`src/rtl/irq_ctrl_pkg.sv`:
```
package irq_ctrl_pkg;
  localparam int unsigned REG_AW = 4;
  localparam int unsigned REG_DW = 8;
  localparam logic [7:0] UNLOCK_KEY = 8'h5A;

  // Register map; byte-pair registers (low then high) assume sixteen sources.
  typedef enum logic [REG_AW-1:0] {
    A_CTL    = 4'd0,
    A_EN_LO  = 4'd1,
    A_EN_HI  = 4'd2,
    A_PRI_LO = 4'd3,
    A_PRI_HI = 4'd4,
    A_PND_LO = 4'd5,
    A_PND_HI = 4'd6,
    A_KEY    = 4'd7,
    A_BASE   = 4'd8,
    A_LVL    = 4'd9
  } reg_addr_e;
endpackage

```
`src/rtl/irq_regfile.sv`:
```
module irq_regfile
  import irq_ctrl_pkg::*;
#(
  parameter int unsigned NSRC = 16
) (
  input  logic              clk,
  input  logic              rst_n,
  input  logic              reg_wr,
  input  logic [REG_AW-1:0] reg_addr,
  input  logic [REG_DW-1:0] reg_wdata,
  input  logic [NSRC-1:0]   src_evt,
  input  logic [NSRC-1:0]   ack_clr,
  output logic              gen_q,
  output logic [NSRC-1:0]   en_q,
  output logic [NSRC-1:0]   pri_q,
  output logic [NSRC-1:0]   pend_q,
  output logic [REG_DW-1:0] key_q,
  output logic [REG_DW-1:0] base_q
);
  localparam int unsigned NBYTE = NSRC / 8;

  logic              gen_d;
  logic [NSRC-1:0]   en_d, pri_d, pend_d, sw_clr;
  logic [REG_DW-1:0] key_d, base_d;
  logic              base_open;

  assign base_open = (key_q == UNLOCK_KEY);

  always_comb begin
    gen_d  = gen_q;
    en_d   = en_q;
    pri_d  = pri_q;
    key_d  = key_q;
    base_d = base_q;
    sw_clr = '0;
    if (reg_wr && reg_addr == A_CTL)  gen_d = reg_wdata[7];
    if (reg_wr && reg_addr == A_KEY)  key_d = reg_wdata;
    if (reg_wr && reg_addr == A_BASE && base_open) base_d = reg_wdata;
    for (int b = 0; b < NBYTE; b++) begin
      if (reg_wr && reg_addr == REG_AW'(int'(A_EN_LO) + b))  en_d[b*8 +: 8]   = reg_wdata;
      if (reg_wr && reg_addr == REG_AW'(int'(A_PRI_LO) + b)) pri_d[b*8 +: 8]  = reg_wdata;
      if (reg_wr && reg_addr == REG_AW'(int'(A_PND_LO) + b)) sw_clr[b*8 +: 8] = ~reg_wdata;
    end
    // hardware event has the last word over any clear
    pend_d = (pend_q & ~sw_clr & ~ack_clr) | src_evt;
  end

  always_ff @(posedge clk or negedge rst_n) begin
    if (!rst_n) begin
      gen_q  <= 1'b0;
      en_q   <= '0;
      pri_q  <= '0;
      pend_q <= '0;
      key_q  <= '0;
      base_q <= '0;
    end else begin
      gen_q  <= gen_d;
      en_q   <= en_d;
      pri_q  <= pri_d;
      pend_q <= pend_d;
      key_q  <= key_d;
      base_q <= base_d;
    end
  end
endmodule

```
`src/rtl/irq_arbiter.sv`:
```
module irq_arbiter #(
  parameter int unsigned NSRC = 16,
  localparam int unsigned IDW = $clog2(NSRC)
) (
  input  logic            gen,
  input  logic [NSRC-1:0] en,
  input  logic [NSRC-1:0] pri,
  input  logic [NSRC-1:0] pend,
  output logic            win_vld,
  output logic            win_lvl,
  output logic [IDW-1:0]  win_id
);
  logic [NSRC-1:0] elig, hi_set, cand;

  always_comb begin
    elig    = pend & en & {NSRC{gen}};
    hi_set  = elig & pri;
    win_lvl = |hi_set;
    win_vld = |elig;
    cand    = win_lvl ? hi_set : elig;
    win_id  = '0;
    // scan downward so the lowest set index is the last assignment
    for (int i = NSRC - 1; i >= 0; i--) begin
      if (cand[i]) win_id = IDW'(i);
    end
  end
endmodule

```
`src/rtl/irq_nest_tracker.sv`:
```
module irq_nest_tracker #(
  parameter int unsigned MAX_NEST = 4,
  localparam int unsigned LVW = $clog2(MAX_NEST + 1)
) (
  input  logic           clk,
  input  logic           rst_n,
  input  logic           ack_ok,
  input  logic           ret,
  input  logic           win_lvl,
  output logic [LVW-1:0] nest_q,
  output logic           svc_act,
  output logic           svc_lvl
);
  logic [1:0]     insvc_q, insvc_d;
  logic [LVW-1:0] nest_d;
  logic           ret_ok;

  assign ret_ok  = ret && (nest_q != '0);
  assign svc_act = |insvc_q;
  assign svc_lvl = insvc_q[1];

  always_comb begin
    insvc_d = insvc_q;
    if (ret_ok) begin
      if (insvc_q[1]) insvc_d[1] = 1'b0;
      else            insvc_d[0] = 1'b0;
    end
    if (ack_ok) insvc_d[win_lvl] = 1'b1;

    nest_d = nest_q;
    if (ack_ok && !ret_ok && nest_q != LVW'(MAX_NEST)) nest_d = nest_q + 1'b1;
    else if (ret_ok && !ack_ok)                        nest_d = nest_q - 1'b1;
  end

  always_ff @(posedge clk or negedge rst_n) begin
    if (!rst_n) begin
      insvc_q <= '0;
      nest_q  <= '0;
    end else begin
      insvc_q <= insvc_d;
      nest_q  <= nest_d;
    end
  end
endmodule

```
`src/rtl/irq_ctrl_2lvl.sv`:
```
module irq_ctrl_2lvl
  import irq_ctrl_pkg::*;
#(
  parameter int unsigned NSRC     = 16,
  parameter int unsigned MAX_NEST = 4,
  localparam int unsigned IDW = $clog2(NSRC),
  localparam int unsigned LVW = $clog2(MAX_NEST + 1),
  localparam int unsigned VW  = 2 * REG_DW
) (
  input  logic              clk,
  input  logic              rst_n,
  input  logic [NSRC-1:0]   src_evt,
  input  logic              reg_wr,
  input  logic [REG_AW-1:0] reg_addr,
  input  logic [REG_DW-1:0] reg_wdata,
  output logic [REG_DW-1:0] reg_rdata,
  input  logic              irq_ack,
  input  logic              irq_ret,
  output logic              irq_req,
  output logic [IDW-1:0]    irq_id,
  output logic [VW-1:0]     irq_vec,
  output logic [LVW-1:0]    nest_lvl
);
  logic [1:0]        rst_sync_q;
  logic              rst_int_n;
  logic              gen_q;
  logic [NSRC-1:0]   en_q, pri_q, pend_q, ack_clr;
  logic [REG_DW-1:0] key_q, base_q;
  logic              win_vld, win_lvl, svc_act, svc_lvl, ack_ok;
  logic [IDW-1:0]    win_id;

  // asynchronous assert, synchronous release
  always_ff @(posedge clk or negedge rst_n) begin
    if (!rst_n) rst_sync_q <= 2'b00;
    else        rst_sync_q <= {rst_sync_q[0], 1'b1};
  end
  assign rst_int_n = rst_sync_q[1];

  irq_regfile #(.NSRC(NSRC)) u_regs (
    .clk(clk), .rst_n(rst_int_n), .reg_wr(reg_wr), .reg_addr(reg_addr),
    .reg_wdata(reg_wdata), .src_evt(src_evt), .ack_clr(ack_clr),
    .gen_q(gen_q), .en_q(en_q), .pri_q(pri_q), .pend_q(pend_q),
    .key_q(key_q), .base_q(base_q)
  );

  irq_arbiter #(.NSRC(NSRC)) u_arb (
    .gen(gen_q), .en(en_q), .pri(pri_q), .pend(pend_q),
    .win_vld(win_vld), .win_lvl(win_lvl), .win_id(win_id)
  );

  irq_nest_tracker #(.MAX_NEST(MAX_NEST)) u_nest (
    .clk(clk), .rst_n(rst_int_n), .ack_ok(ack_ok), .ret(irq_ret),
    .win_lvl(win_lvl), .nest_q(nest_lvl), .svc_act(svc_act), .svc_lvl(svc_lvl)
  );

  assign irq_req = win_vld && (!svc_act || (win_lvl && !svc_lvl));
  assign ack_ok  = irq_ack && irq_req;
  assign ack_clr = ack_ok ? (NSRC'(1) << win_id) : '0;
  assign irq_id  = win_id;
  assign irq_vec = {base_q, {REG_DW{1'b0}}} + (VW'(win_id) << 3);

  always_comb begin
    reg_rdata = '0;
    case (reg_addr)
      A_CTL:    reg_rdata = {gen_q, 7'b0};
      A_EN_LO:  reg_rdata = en_q[7:0];
      A_EN_HI:  reg_rdata = en_q[15:8];
      A_PRI_LO: reg_rdata = pri_q[7:0];
      A_PRI_HI: reg_rdata = pri_q[15:8];
      A_PND_LO: reg_rdata = pend_q[7:0];
      A_PND_HI: reg_rdata = pend_q[15:8];
      A_KEY:    reg_rdata = key_q;
      A_BASE:   reg_rdata = base_q;
      A_LVL:    reg_rdata = REG_DW'(nest_lvl);
      default:  reg_rdata = '0;
    endcase
  end
endmodule

```
`config.mk`:
```
export PLATFORM = sky130hd
export DESIGN_NAME = irq_ctrl_2lvl
export DESIGN_NICKNAME = d
export VERILOG_FILES = /design/src/rtl/irq_ctrl_pkg.sv /design/src/rtl/irq_regfile.sv /design/src/rtl/irq_arbiter.sv /design/src/rtl/irq_nest_tracker.sv /design/src/rtl/irq_ctrl_2lvl.sv
export SDC_FILE = /design/constraint.sdc
export NUM_CORES = 1
export LEC_CHECK = 0
export ABC_AREA = 0
export BUFFER_PORTS_ARGS = -buffer_cell sky130_fd_sc_hd__buf_4
export CORE_MARGIN = 5
export CORE_UTILIZATION = 45
export CTS_CLUSTER_SIZE = 20
export DETAILED_ROUTE_END_ITERATION = 8
export PLACE_DENSITY_LB_ADDON = 0.05
export SYNTH_ARGS = -nofsm -noshare
export SYNTH_HDL_FRONTEND = slang
export SYNTH_SLANG_ARGS = --single-unit
```
`constraint.sdc`:
```
create_clock -name clk -period 2.2 [get_ports clk]
set_input_delay 0.11 -clock clk [delete_from_list [all_inputs] [get_ports clk]]
set_output_delay 0.11 -clock clk [all_outputs]
set_load 0.1 [all_outputs]
```
# Word-level counts from Yosys, hierarchy flattened
# Index checks and enable logic that the tools add are counted.
# W data, S select, Z words.
[classes] multipliers=0 shift=1 addsub=3 n_bitwise=10 mux=28 div_mod_pow=0 n_lt_le_gt_ge=2 eq_ne=11 n_reduce_logical=29
[op_table] op="$and A16 B16 Y16" count=5
[op_table] op="$pmux W8 S10" count=1
[op_table] op="$mux W4" count=16
[op_table] op="$mux W16" count=2
[op_table] op="$not A16 Y16" count=2
[op_table] op="$reduce_or A16 Y1" count=2
[op_table] op="$logic_and A1 B1 Y1" count=18
[op_table] op="$add A16 B7 Y16" count=1
[op_table] op="$eq A4 B3 Y1 const B" count=4
[op_table] op="$mux W8" count=2
[op_table] op="$or A16 B16 Y16" count=1
[op_table] op="$shl A1 B4 Y16 const A" count=1
[op_table] op="$eq A4 B2 Y1 const B" count=2
[op_table] op="$eq A4 B4 Y1 const B" count=2
[op_table] op="$eq A8 B7 Y1 const B" count=1
[op_table] op="$not A8 Y8" count=1
[op_table] op="$mux W3" count=2
[op_table] op="$eq A4 B1 Y1 const B" count=1
[op_table] op="$logic_not A1 Y1" count=4
[op_table] op="$logic_not A4 Y1" count=1
[op_table] op="$mux W2" count=2
[op_table] op="$add A3 B1 Y3 const B" count=1
[op_table] op="$ne A3 B3 Y1 const B" count=1
[op_table] op="$reduce_bool A3 Y1" count=1
[op_table] op="other kinds (9)" count=10
[totals] romBits=0 memories=0 latch_bits=0 reg_bits=72 input_bits=33 output_inout_bits=32 wordCells=95 mem_bits_rw=0

# Longest topological paths before layout
# Gate-level depths: netlist of the first run.
[logic_depth] ltp_word=26 ltp_mapped=11 depth_no_buf=9

# Cells and area by module
# From an unflattened synthesis of the first run, not the netlist that was laid out.
[hier_totals] cells_unflattened=462 hier_area_um2=4834.6
[modules_own_cells] mod="irq_regfile" seq_area_each_um2=1626.6 n_inst=1 area_per_inst_um2=2826.5 cells_each=184
[modules_own_cells] mod="irq_ctrl_2lvl" seq_area_each_um2=50.0 n_inst=1 area_per_inst_um2=1113.6 cells_each=154
[modules_own_cells] mod="irq_arbiter" seq_area_each_um2=0.0 n_inst=1 area_per_inst_um2=603.1 cells_each=95
[modules_own_cells] mod="irq_nest_tracker" seq_area_each_um2=125.1 n_inst=1 area_per_inst_um2=291.5 cells_each=29

# Worst setup path after synthesis of the first run
# No wires, ideal clock.
[synth_path] path_kind="register -> output" from="reg u_regs.gen_q" to="out irq_vec[6]" path_buffers=3 stages_incl_launch_ff=11 path_slack_ps=-3224 t_arrival_ps=5314 required_time_ps=2090 path_cell_list="dfrtp_1 > buf_6 > nand4_1 > o2111ai_2 > or4_1 > buf_4 > a21oi_4 > nand4b_1 > nor2_1 > nor4_1 > buf_4"
[synth_between] elab_chain_len=21
[synth_rtl] item="from (decl)" line_no="irq_regfile.sv:13" source="output logic gen_q,"
[synth_rtl] item="from (signal assigned)" line_no="irq_regfile.sv:57" source="gen_q <= gen_d;"
[synth_rtl] item="$and A16 B16 Y16 *" line_no="irq_arbiter.sv:16" source="elig = pend & en & {NSRC{gen}};"
[synth_rtl] item="$and A16 B16 Y16" line_no="irq_arbiter.sv:17" source="hi_set = elig & pri;"
[synth_rtl] item="$reduce_or A16 Y1" line_no="irq_arbiter.sv:18" source="win_lvl = |hi_set;"
[synth_rtl] item="$mux W16 *" line_no="irq_arbiter.sv:20" source="cand = win_lvl ? hi_set : elig;"
[synth_rtl] item="$mux W4 (15 in series)" line_no="irq_arbiter.sv:24" source="if (cand[i]) win_id = IDW'(i);"
[synth_rtl] item="$mux W4 *" line_no="irq_arbiter.sv:24"
[synth_rtl] item="net irq_id[3]" line_no="irq_ctrl_2lvl.sv:20" source="output logic [IDW-1:0] irq_id,"
[synth_rtl] item="$add A16 B7 Y16 *" line_no="irq_ctrl_2lvl.sv:60" source="assign irq_vec = {base_q, {REG_DW{1'b0}}} + (VW'(win_id) << 3);"
[synth_rtl] item="to (decl)" line_no="irq_ctrl_2lvl.sv:21" source="output logic [VW-1:0] irq_vec,"
# Mark *: on every way through the listed nets, which the timed path passes. The rest lies on a longest branch.

# Worst setup path in the final report of the first run
[layout_path] from="reg u_regs.gen_q" to="out irq_id[3]"
[layout_between] elab_chain_len=20
[layout_rtl] item="$and A16 B16 Y16 *" line_no="irq_arbiter.sv:16"
[layout_rtl] item="$and A16 B16 Y16" line_no="irq_arbiter.sv:17"
[layout_rtl] item="$reduce_or A16 Y1" line_no="irq_arbiter.sv:18"
[layout_rtl] item="$mux W16 *" line_no="irq_arbiter.sv:20"
[layout_rtl] item="$mux W4 (15 in series)" line_no="irq_arbiter.sv:24"
[layout_rtl] item="$mux W4 *" line_no="irq_arbiter.sv:24"
[layout_rtl] item="to (decl)" line_no="irq_ctrl_2lvl.sv:20"
# Mark *: on every way between the ends. The rest lies on a longest branch, timed or not.

==> results of run 1 <==
state kept, by name, indices dropped and copies added (netlist names):
name,count
u_regs.en_q,16
u_regs.pend_q,16
u_regs.pri_q,16
u_regs.base_q,8
u_regs.key_q,8
u_nest.nest_q,3
rst_sync_q,2
u_nest.insvc_q,2
u_regs.gen_q,1
path summary, 6_finish.rpt:
check | start | to | slack [ps] | cells after the start
min reg2reg | rst_sync_q[1] | u_regs.pend_q[1] | 290 | 0
max | u_regs.gen_q | irq_id[3] | -950 | 12
min in group asynchronous | rst_n | rst_sync_q[1] | 40 | 2
max reg2reg | u_regs.gen_q | u_regs.pend_q[0] | -870 | 15
min | src_evt[12] | u_regs.pend_q[12] | 30 | 3
max in group asynchronous | rst_sync_q[1] | u_regs.base_q[0] | 1270 | 1
per-stage QoR:
step	utilization	area, sq um	TNS, ps	std cells
floorplan	-	4600	-19380	443
global placement	0.602	5800	-13220	713
detailed placement	0.602	5800	-14780	713
CTS	0.688	6630	-19820	761
global route	0.701	6760	-25660	767
finish	0.701	6760	-22780	767
where the power goes:
group	internal (mW)	switching [mW]
sequential	1.59	0.223
combinational	2.57	3.53
clock	0.754	0.551
cells by family after synthesis:
logic type	synth area share
xor gates and xnor gates	0.00398
DFF	0.410
other	0.00171
buffers and inverters	0.0430
adders and majority gates	0.00455
muxes	0.153
and+or+nand+nor	0.192
AOI/OAI and AO/OA	0.191
worst max-delay path: cells and delay by family, from the launching register on:
family | cells | cell delay [ps]
AO/OA/AOI/OAI | 2 | 310
AND/OR/NAND/NOR | 5 | 1030
flip-flops | 1 | 450
buffers and inverters | 5 | 860
cell type report:
| class | instances | area [sq um] | area share |
|---|---|---|---|
| clock inverters | 7 | 119 | 0.0176 |
| inverters | 9 | 33.8 | 0.00500 |
| repair buffers | 202 | 1790 | 0.264 |
| clock buffers | 9 | 124 | 0.0183 |
| well taps | 133 | 166 | 0.0246 |
| multi-input cells | 335 | 2720 | 0.403 |
| flip-flops and latches | 72 | 1800 | 0.267 |
metal layers:
| layer | global-route usage | share of wire | up-vias |
|---|---|---|---|
| met4 | 0.127 | 0.030 | 0 |
| met1 | 0.372 | 0.42 | 2165 |
| met3 | 0.0557 | 0.077 | 45 |
| met2 | 0.453 | 0.47 | 233 |
| li1 | - | - | 2030 |
| met5 | 0 | 0 | - |
what timing repair did:
action / 4_1_cts / 5_1_grt
cloned: 3 / 0
setup buffers: 15 / 5
endpoints found under the setup margin: 29 / 31
gates resized for setup: 58 / 12
hold endpoints to repair: 16 / 1
hold buffers: 15 / 1
pin swaps: 20 / 11
synth_stat cells (3+ instances only):
library cell / number / area (sq um)
sky130_fd_sc_hd__dfrtp_1: 72 / 1800
sky130_fd_sc_hd__mux2_2: 51 / 574
sky130_fd_sc_hd__nor2_1: 35 / 131
sky130_fd_sc_hd__nand2_1: 29 / 109
sky130_fd_sc_hd__a21oi_1: 18 / 90.1
sky130_fd_sc_hd__nand3_1: 17 / 85.1
sky130_fd_sc_hd__nand4_1: 16 / 100
sky130_fd_sc_hd__o21a_1: 15 / 113
sky130_fd_sc_hd__o21ai_0: 12 / 60.1
sky130_fd_sc_hd__clkbuf_1: 11 / 41.3
sky130_fd_sc_hd__buf_4: 10 / 75.1
sky130_fd_sc_hd__mux2i_1: 10 / 100
sky130_fd_sc_hd__nor2b_1: 9 / 56.3
sky130_fd_sc_hd__a31oi_1: 8 / 50.1
sky130_fd_sc_hd__inv_1: 8 / 30.0
sky130_fd_sc_hd__nand2b_1: 7 / 43.8
sky130_fd_sc_hd__nor3_1: 7 / 35.0
sky130_fd_sc_hd__o21bai_1: 7 / 52.6
sky130_fd_sc_hd__a221oi_1: 6 / 52.6
sky130_fd_sc_hd__a22oi_1: 6 / 45.0
sky130_fd_sc_hd__a21o_1: 5 / 37.5
sky130_fd_sc_hd__and2_1: 4 / 25.0
sky130_fd_sc_hd__and3_1: 4 / 25.0
sky130_fd_sc_hd__nor4_1: 4 / 25.0
sky130_fd_sc_hd__o2111ai_2: 4 / 60.1
sky130_fd_sc_hd__o21ai_1: 4 / 20.0
sky130_fd_sc_hd__buf_1: 3 / 11.3
sky130_fd_sc_hd__o31a_1: 3 / 26.3
==> results.json, run 1 <==
{
  "grt_antenna_before_repair": 0,
  "routed_wire_per_std_cell_microns": 21.0,
  "postSynth.asyncResetShare": 1.00,
  "maxCapViolCount": 0,
  "rsz0062_at_grt": "yes",
  "synth.yosys.seq_area_share": 0.410,
  "setup_violation_total_in_the_final_timing_report": 30,
  "power.leakage_nw": 2.97,
  "worst_setup_hold_path_clk_slew_ps": 80,
  "synth_area_sq_mm": 0.00440,
  "fmax_mhz": 317,
  "synth_seq_cells": 72,
  "worst_path_largest_cell_delay_ps": 450,
  "clock_sink_count": 72,
  "place.gp.congestion": 0.942,
  "critical-path-top-cell-by-count": "sky130_fd_sc_hd__buf_6",
  "slew-limit-headroom": 0.591,
  "final_hold_viol_count": 0,
  "numPortBuffers": 60,
  "place_hpwl_microns": 11800,
  "cell_chain_critical_path": "buf_12 > buf_16 > nand4_1 > o2111ai_4 > or4_4 > buf_6 > a21oi_4 > nand4b_1 > buf_4 > nor2_4 > nor4_4 > buf_6",
  "ys.flop_type": "sky130_fd_sc_hd__dfrtp_1",
  "run_status": "complete, but fails checks",
  "grt-ovfl-total": 0,
  "groute.usage.overall": 0.283,
  "final_min_period_over_clock_period": 1.43,
  "powerDensity_mw_per_mm2": 1370,
  "ant_nets": 0,
  "critPathArrivalTime_ps": 3040,
  "drt_pass1_iterations": 5,
  "rows": 36,
  "fp.dieArea_sq_mm": 0.0118,
  "worst_pin_slew_ps": 613,
  "chipHeight_microns": 109,
  "timing.final.crit_period_ps": 3150,
  "most-common-layout-cells": "159 x sky130_fd_sc_hd__buf_4, 70 x sky130_fd_sc_hd__dfrtp_1, 51 x sky130_fd_sc_hd__mux2_2",
  "dieWidth_microns": 109,
  "diodes": 0,
  "nets": 663,
  "num_vias": 4473,
  "final_common_cell": "sky130_fd_sc_hd__buf_4",
  "grt_pass1_vias": 4543,
  "holdCritPathClass": "input pin to flip-flop",
  "timing.setup.critical_path_class": "flip-flop to output port",
  "synth-edff-count": 0,
  "cpMaxStageDelayCell": "sky130_fd_sc_hd__dfrtp_2",
  "worstPathRequired_ps": 2090,
  "clock_insertion_delay_worst_skew_ps": 370,
  "holdWs_ps": 29.6,
  "area_of_the_core_sq_mm": 0.00964,
  "synth.lib_cells_used.distinct": 69,
  "violated_checks": "setup timing",
  "clock-skew-final_ps": 7.71,
  "totalPowerFinal_mw": 9.22,
  "crit_path_start_kind": "flip-flop",
  "vias_per_cell": 5.83,
  "synth_warnings": 0,
  "max-vdd-ir-drop_v": 0.00228,
  "dr.first_iter.drc_count": 379,
  "slew_viol_final": 0,
  "cts_inserted_buffers": 9,
  "grt_start_max_net_pins": 31,
  "cts_tree": "built",
  "layout.filler_cells": 749,
  "syn-instance-count": 440,
  "crit_fanout": 8,
  "wl_microns": 16100,
  "htree_num_levels": 3,
  "clk_root_buffer_cell": "sky130_fd_sc_hd__clkbuf_8",
  "cp_endpoint_kind": "output port",
  "layout_cells_sized_above_1": 0.498,
  "layout_setup_ws_ps": -955,
  "clock_tree.buffer_depth": 2,
  "initial_core_util": 0.456,
  "first_pass_grt_wire_length_microns": 25000,
  "place_ws_ps": -626,
  "detail_route.drc_violations": 0,
  "io_pins": 65,
  "area.growth.synth_to_final_pct": 53.7,
  "synthesized_area_per_cell_sq_um": 9.99
}
(Power assumes the default switching activity.)
==> inputs of run 2 (changes only) <==
--- a/config.mk
+++ b/config.mk
@@ -12,6 +12,7 @@
 export CTS_CLUSTER_SIZE = 20
 export DETAILED_ROUTE_END_ITERATION = 8
 export PLACE_DENSITY_LB_ADDON = 0.05
+export SETUP_SLACK_MARGIN = 0.5
 export SYNTH_ARGS = -nofsm -noshare
 export SYNTH_HDL_FRONTEND = slang
 export SYNTH_SLANG_ARGS = --single-unit
==> results.json, run 2 (synthesis results as in run 1) <==
{
  "cp_endpoint_kind": "output port",
  "initial_core_util": 0.456,
  "area_of_the_core_sq_mm": 0.00964,
  "reg2reg_slack_ps": -770,
  "max-vdd-ir-drop_v": 0.00232,
  "first_pass_grt_wire_length_microns": 24300,
  "nets": 646,
  "fp.dieArea_sq_mm": 0.0118,
  "critical-path-top-cell-by-count": "sky130_fd_sc_hd__buf_6",
  "chipHeight_microns": 109,
  "crit_fanout": 12,
  "htree_num_levels": 3,
  "area.growth.synth_to_final_pct": 55.3,
  "setup_violation_total_in_the_final_timing_report": 31,
  "place_hpwl_microns": 11700,
  "diodes": 0,
  "final_hold_viol_count": 0,
  "critical_path.reg2reg.startpoint": "u_regs.gen_q",
  "wl_microns": 15700,
  "slew-limit-headroom": 0.542,
  "min_from": "src_evt[15]",
  "run_status": "complete, but fails checks",
  "critPathArrivalTime_ps": 2970,
  "place_ws_ps": -652,
  "crit-reg2reg-capture": "u_nest.nest_q[2]",
  "io_pins": 65,
  "vias_per_cell": 5.84,
  "cts_inserted_buffers": 9,
  "clock_insertion_delay_worst_skew_ps": 370,
  "fin_area_sq_mm": 0.00683,
  "hold_depth": 3,
  "place.gp.congestion": 0.951,
  "top_registers": "u_regs.en_q x16, u_regs.pend_q x16, u_regs.pri_q x16",
  "rr_worst_depth": 12,
  "worst_pin_slew_ps": 687,
  "grt_pass1_vias": 4399,
  "powerDensity_mw_per_mm2": 1320,
  "layout_setup_ws_ps": -879,
  "dieWidth_microns": 109,
  "timing.setup.critical_path_class": "flip-flop to output port",
  "slew_viol_final": 0,
  "grt_start_max_net_pins": 43,
  "power.leakage_nw": 2.93,
  "final-instance-count-excl-fill": 750,
  "ant_nets": 0,
  "clock_sink_count": 72,
  "final_min_period_over_clock_period": 1.40,
  "fmax_mhz": 325,
  "num_vias": 4383,
  "hold-path-endpoint": "u_regs.pend_q[15]",
  "cts_tree": "built",
  "rows": 36,
  "clock_tree.buffer_depth": 2,
  "drt_pass1_iterations": 8,
  "tns_ps": -20500,
  "layout.filler_cells": 726,
  "grt_antenna_before_repair": 0,
  "groute.usage.overall": 0.271,
  "violated_checks": "setup timing",
  "numPlacedInstances": 712,
  "worst_path_largest_cell_delay_ps": 550,
  "layout_cells_sized_above_1": 0.549,
  "timing.final.crit_period_ps": 3080,
  "final_common_cell": "sky130_fd_sc_hd__buf_4",
  "cell_chain_critical_path": "buf_12 > nand4_1 > o2111ai_2 > or4_4 > buf_6 > a21oi_4 > nand4b_1 > nor2_2 > nor4_4 > buf_6",
  "holdCritPathClass": "input pin to flip-flop",
  "cpMaxStageDelayCell": "sky130_fd_sc_hd__or4_4",
  "crit_path_start_kind": "flip-flop",
  "placement.cell_area_sq_mm": 0.00586,
  "most-common-layout-cells": "135 x sky130_fd_sc_hd__buf_4, 63 x sky130_fd_sc_hd__dfrtp_1, 50 x sky130_fd_sc_hd__mux2_2",
  "worstPathRequired_ps": 2090,
  "worst_setup_hold_path_clk_slew_ps": 80,
  "numPortBuffers": 60,
  "clock-skew-final_ps": 9.07,
  "clk_root_buffer_cell": "sky130_fd_sc_hd__clkbuf_8",
  "detail_route.drc_violations": 0,
  "rsz0062_at_grt": "yes",
  "dr.first_iter.drc_count": 407,
  "routed_wire_per_std_cell_microns": 20.9,
  "maxCapViolCount": 0,
  "grt-ovfl-total": 0
}
run 2: worst max path at each step:
stage	from	endpoint
detailed placement	u_regs.gen_q	u_regs.pend_q[8]
global placement	u_regs.gen_q	u_regs.pend_q[8]
CTS	u_regs.gen_q	irq_vec[5]
global route	u_regs.gen_q	irq_vec[6]
finish	u_regs.gen_q	irq_vec[6]
floorplan	u_regs.gen_q	irq_vec[6]
run 2: power by group:
part           internal, mW  total (mW)  switching [mW]  leakage, nW
Sequential             1.59        1.87           0.271        0.829
Combinational          2.48        5.91            3.43         1.98
Clock                 0.699        1.25           0.547        0.119
run 2: final cells by class:
cell class,instances,area (sq um),area share
Clock buffer,11,151,0.0222
Clock inverter,5,78.8,0.0115
Inverter,9,33.8,0.00495
Multi-Input combinational cell,335,2860,0.419
Sequential cell,72,1810,0.266
Tap cell,133,166,0.0244
Timing Repair Buffer,185,1720,0.252
run 2: per-layer routing:
| metal | global-route usage | share of wire |
|---|---|---|
| met1 | 0.374 | 0.45 |
| met2 | 0.440 | 0.47 |
| met3 | 0.0497 | 0.061 |
| met4 | 0.0685 | 0.018 |
| met5 | 0 | 0 |
run 2: through the flow:
| stage | power, mW | hold WS, ps | util |
|---|---|---|---|
| floorplan | 5.40 | -186 | - |
| global placement | 6.66 | -108 | 0.607 |
| detailed placement | 6.70 | -107 | 0.607 |
| CTS | 8.67 | 0.0732 | 0.690 |
| global route | 9.38 | 3.55 | 0.708 |
| finish | 9.02 | 9.68 | 0.708 |
run 2: critical path: cells and delay by family (launching register included):
kind,cells,cell delay (ps)
flip-flops,1,430
buffers and inverters,3,590
AO/OA/AOI/OAI,2,370
AND/OR/NAND/NOR,5,1210
run 2: repair_timing:
action                                  in CTS  in global routing
pin swaps                                   21                  7
endpoints found under the hold margin        9                  1
cloned                                       1                  1
gates resized for setup                     97                 23
hold buffers                                 8                  1
setup buffers                                5                  6
endpoints found under the setup margin      46                 38
==> inputs of run 3 (changes only) <==
--- a/config.mk
+++ b/config.mk
@@ -7,8 +7,11 @@
 export LEC_CHECK = 0
 export ABC_AREA = 0
 export BUFFER_PORTS_ARGS = -buffer_cell sky130_fd_sc_hd__buf_4
+export CELL_PAD_IN_SITES_DETAIL_PLACEMENT = 0
+export CELL_PAD_IN_SITES_GLOBAL_PLACEMENT = 1
 export CORE_MARGIN = 5
-export CORE_UTILIZATION = 45
+export CORE_UTILIZATION = 40
+export CTS_CLUSTER_DIAMETER = 60
 export CTS_CLUSTER_SIZE = 20
 export DETAILED_ROUTE_END_ITERATION = 8
 export PLACE_DENSITY_LB_ADDON = 0.05
==> constraint.sdc (replaced) <==
create_clock -name clk -period 2.2 [get_ports clk]
set_input_delay 0.22 -clock clk [delete_from_list [all_inputs] [get_ports clk]]
set_output_delay 0.22 -clock clk [all_outputs]
set_load 0.1 [all_outputs]
==> results.json, run 3 (synthesis results as in run 1) <==
{
  "run_status": "complete, but fails checks",
  "violated_checks": "setup timing",
  "clock-skew-final_ps": 10.9,
  "area_of_the_core_sq_mm": 0.0108,
  "cts_inserted_buffers": 9,
  "worst_pin_slew_ps": 535,
  "diodes": 0,
  "powerDensity_mw_per_mm2": 1300,
  "holdWs_ps": 51.0,
  "timing.setup.critical_path_class": "flip-flop to output port",
  "placement.cell_area_sq_mm": 0.00589,
  "min_from": "src_evt[0]",
  "most-common-layout-cells": "133 x sky130_fd_sc_hd__buf_4, 62 x sky130_fd_sc_hd__dfrtp_1, 50 x sky130_fd_sc_hd__mux2_2",
  "power.leakage_nw": 2.83,
  "grt-ovfl-total": 0,
  "layout.filler_cells": 900,
  "final_min_period_over_clock_period": 1.46,
  "seq_area_sq_mm": 0.00181,
  "detail_route.drc_violations": 0,
  "slew-limit-headroom": 0.644,
  "final-instance-count-excl-fill": 739,
  "final_hold_viol_count": 0,
  "grt_pass1_vias": 4330,
  "dr.first_iter.drc_count": 362,
  "holdCritPathClass": "input pin to flip-flop",
  "routed_wire_per_std_cell_microns": 21.1,
  "final_common_cell": "sky130_fd_sc_hd__buf_4",
  "io_pins": 65,
  "crit-reg2reg-capture": "u_nest.nest_q[1]",
  "groute.usage.overall": 0.246,
  "place_hpwl_microns": 12100,
  "rsz0062_at_grt": "yes",
  "chipHeight_microns": 115,
  "drt_pass1_iterations": 5,
  "first_pass_grt_wire_length_microns": 24600,
  "dieWidth_microns": 115,
  "rows": 38,
  "hold_depth": 2,
  "timing.final.crit_period_ps": 3200,
  "ant_nets": 0,
  "multiInputGateArea_sq_mm": 0.00293,
  "clock_sink_count": 72,
  "num_vias": 4216,
  "numPortBuffers": 60,
  "place.gp.congestion": 0.912,
  "critical_path.reg2reg.startpoint": "u_regs.gen_q",
  "cts_tree": "built",
  "numPlacedInstances": 716,
  "clk_root_buffer_cell": "sky130_fd_sc_hd__clkbuf_8",
  "reg2reg_slack_ps": -670,
  "hold-path-endpoint": "u_regs.pend_q[0]",
  "vias_per_cell": 5.71,
  "clock_tree.buffer_depth": 2,
  "clock_insertion_delay_worst_skew_ps": 370,
  "grt_antenna_before_repair": 0,
  "initial_core_util": 0.407,
  "crit_path_start_kind": "flip-flop",
  "fmax_mhz": 312,
  "rr_worst_depth": 11,
  "maxCapViolCount": 0,
  "fin_area_sq_mm": 0.00668,
  "setup_violation_total_in_the_final_timing_report": 28,
  "top_registers": "u_regs.en_q x16, u_regs.pend_q x16, u_regs.pri_q x16",
  "slew_viol_final": 0,
  "nets": 628,
  "wl_microns": 15600,
  "htree_num_levels": 3,
  "critPathArrivalTime_ps": 2980,
  "layout_setup_ws_ps": -1000,
  "cp_endpoint_kind": "output port",
  "worst_setup_hold_path_clk_slew_ps": 90,
  "layout_cells_sized_above_1": 0.554,
  "worstPathRequired_ps": 1980,
  "fp.dieArea_sq_mm": 0.0132,
  "crit_fanout": 28,
  "max-vdd-ir-drop_v": 0.00185,
  "area.growth.synth_to_final_pct": 51.9,
  "grt_start_max_net_pins": 29
}
[run 3: cell count changes in the layout (fill, tap and decap cells not counted), moves of 2 or more]
cell                            delta
sky130_fd_sc_hd__and3_1            +3
sky130_fd_sc_hd__and3_4            -3
sky130_fd_sc_hd__buf_4             -2
sky130_fd_sc_hd__buf_6             -6
sky130_fd_sc_hd__dlygate4sd3_1     -8
sky130_fd_sc_hd__mux2i_1           -2
sky130_fd_sc_hd__mux2i_4           +2
sky130_fd_sc_hd__nand2_2           -2
sky130_fd_sc_hd__nor2b_1           -2
[run 3: stage by stage]
stage	util	total power [mW]	setup WS [ps]	setup TNS (ps)
finish	0.619	8.70	-1000	-19380
floorplan	-	5.42	-1280	-20440
CTS	0.604	8.52	-967	-20230
detailed placement	0.546	6.70	-753	-17980
global placement	0.546	6.65	-693	-16030
global route	0.619	9.09	-1080	-22470
[run 3: power by group]
part	internal, mW	switching (mW)
clock network	0.617	0.543
logic	2.31	3.36
registers	1.59	0.281
total	4.52	4.18
[run 3: worst max-delay path: stages, from the launching register on]
cell	delay (ps)
sky130_fd_sc_hd__dfrtp_1	420
sky130_fd_sc_hd__buf_12	180
sky130_fd_sc_hd__nand4_1	100
sky130_fd_sc_hd__o2111ai_2	180
sky130_fd_sc_hd__or4_4	640
sky130_fd_sc_hd__a21o_2	320
sky130_fd_sc_hd__nor2b_1	160
sky130_fd_sc_hd__a31oi_1	200
sky130_fd_sc_hd__buf_4	180
sky130_fd_sc_hd__nand2_4	70
sky130_fd_sc_hd__buf_12	160
[run 3: worst max path at each step]
stage                 start          to  slack [ps]  cells past startpoint
2_1_floorplan  u_regs.gen_q  irq_vec[6]       -1280                     10
3_3_place_gp   u_regs.gen_q  irq_vec[3]        -690                     11
3_5_place_dp   u_regs.gen_q   irq_id[0]        -750                     11
4_1_cts        u_regs.gen_q  irq_vec[4]        -970                      9
5_1_grt        u_regs.gen_q   irq_id[0]       -1080                     10
6_report       u_regs.gen_q   irq_id[0]       -1000                     10
[run 3: layer usage]
| metal | wire (microns) | vias up | global-route usage |
|---|---|---|---|
| li1 | - | 1954 | - |
| met1 | 7220 | 2100 | 0.354 |
| met2 | 7230 | 141 | 0.381 |
| met3 | 836 | 21 | 0.0442 |
| met4 | 298 | 0 | 0.0696 |
| met5 | 0 | - | 0 |
[run 3: what timing repair did]
| item | CTS | global route |
|---|---|---|
| endpoints found under the hold margin | 2 | 0 |
| pin swaps | 15 | 12 |
| buffers inserted | 5 | 1 |
| endpoints found under the setup margin | 46 | 46 |
| hold buffers | 1 | 0 |
| resized for setup | 85 | 26 |
[run 3: area by class of cell]
class                           instances  area share
Inverter                                9     0.00506
Clock buffer                           12      0.0247
Multi-Input combinational cell        335       0.438
Clock inverter                          4     0.00768
Sequential cell                        72       0.272
Timing Repair Buffer                  167       0.227
Tap cell                              140      0.0262
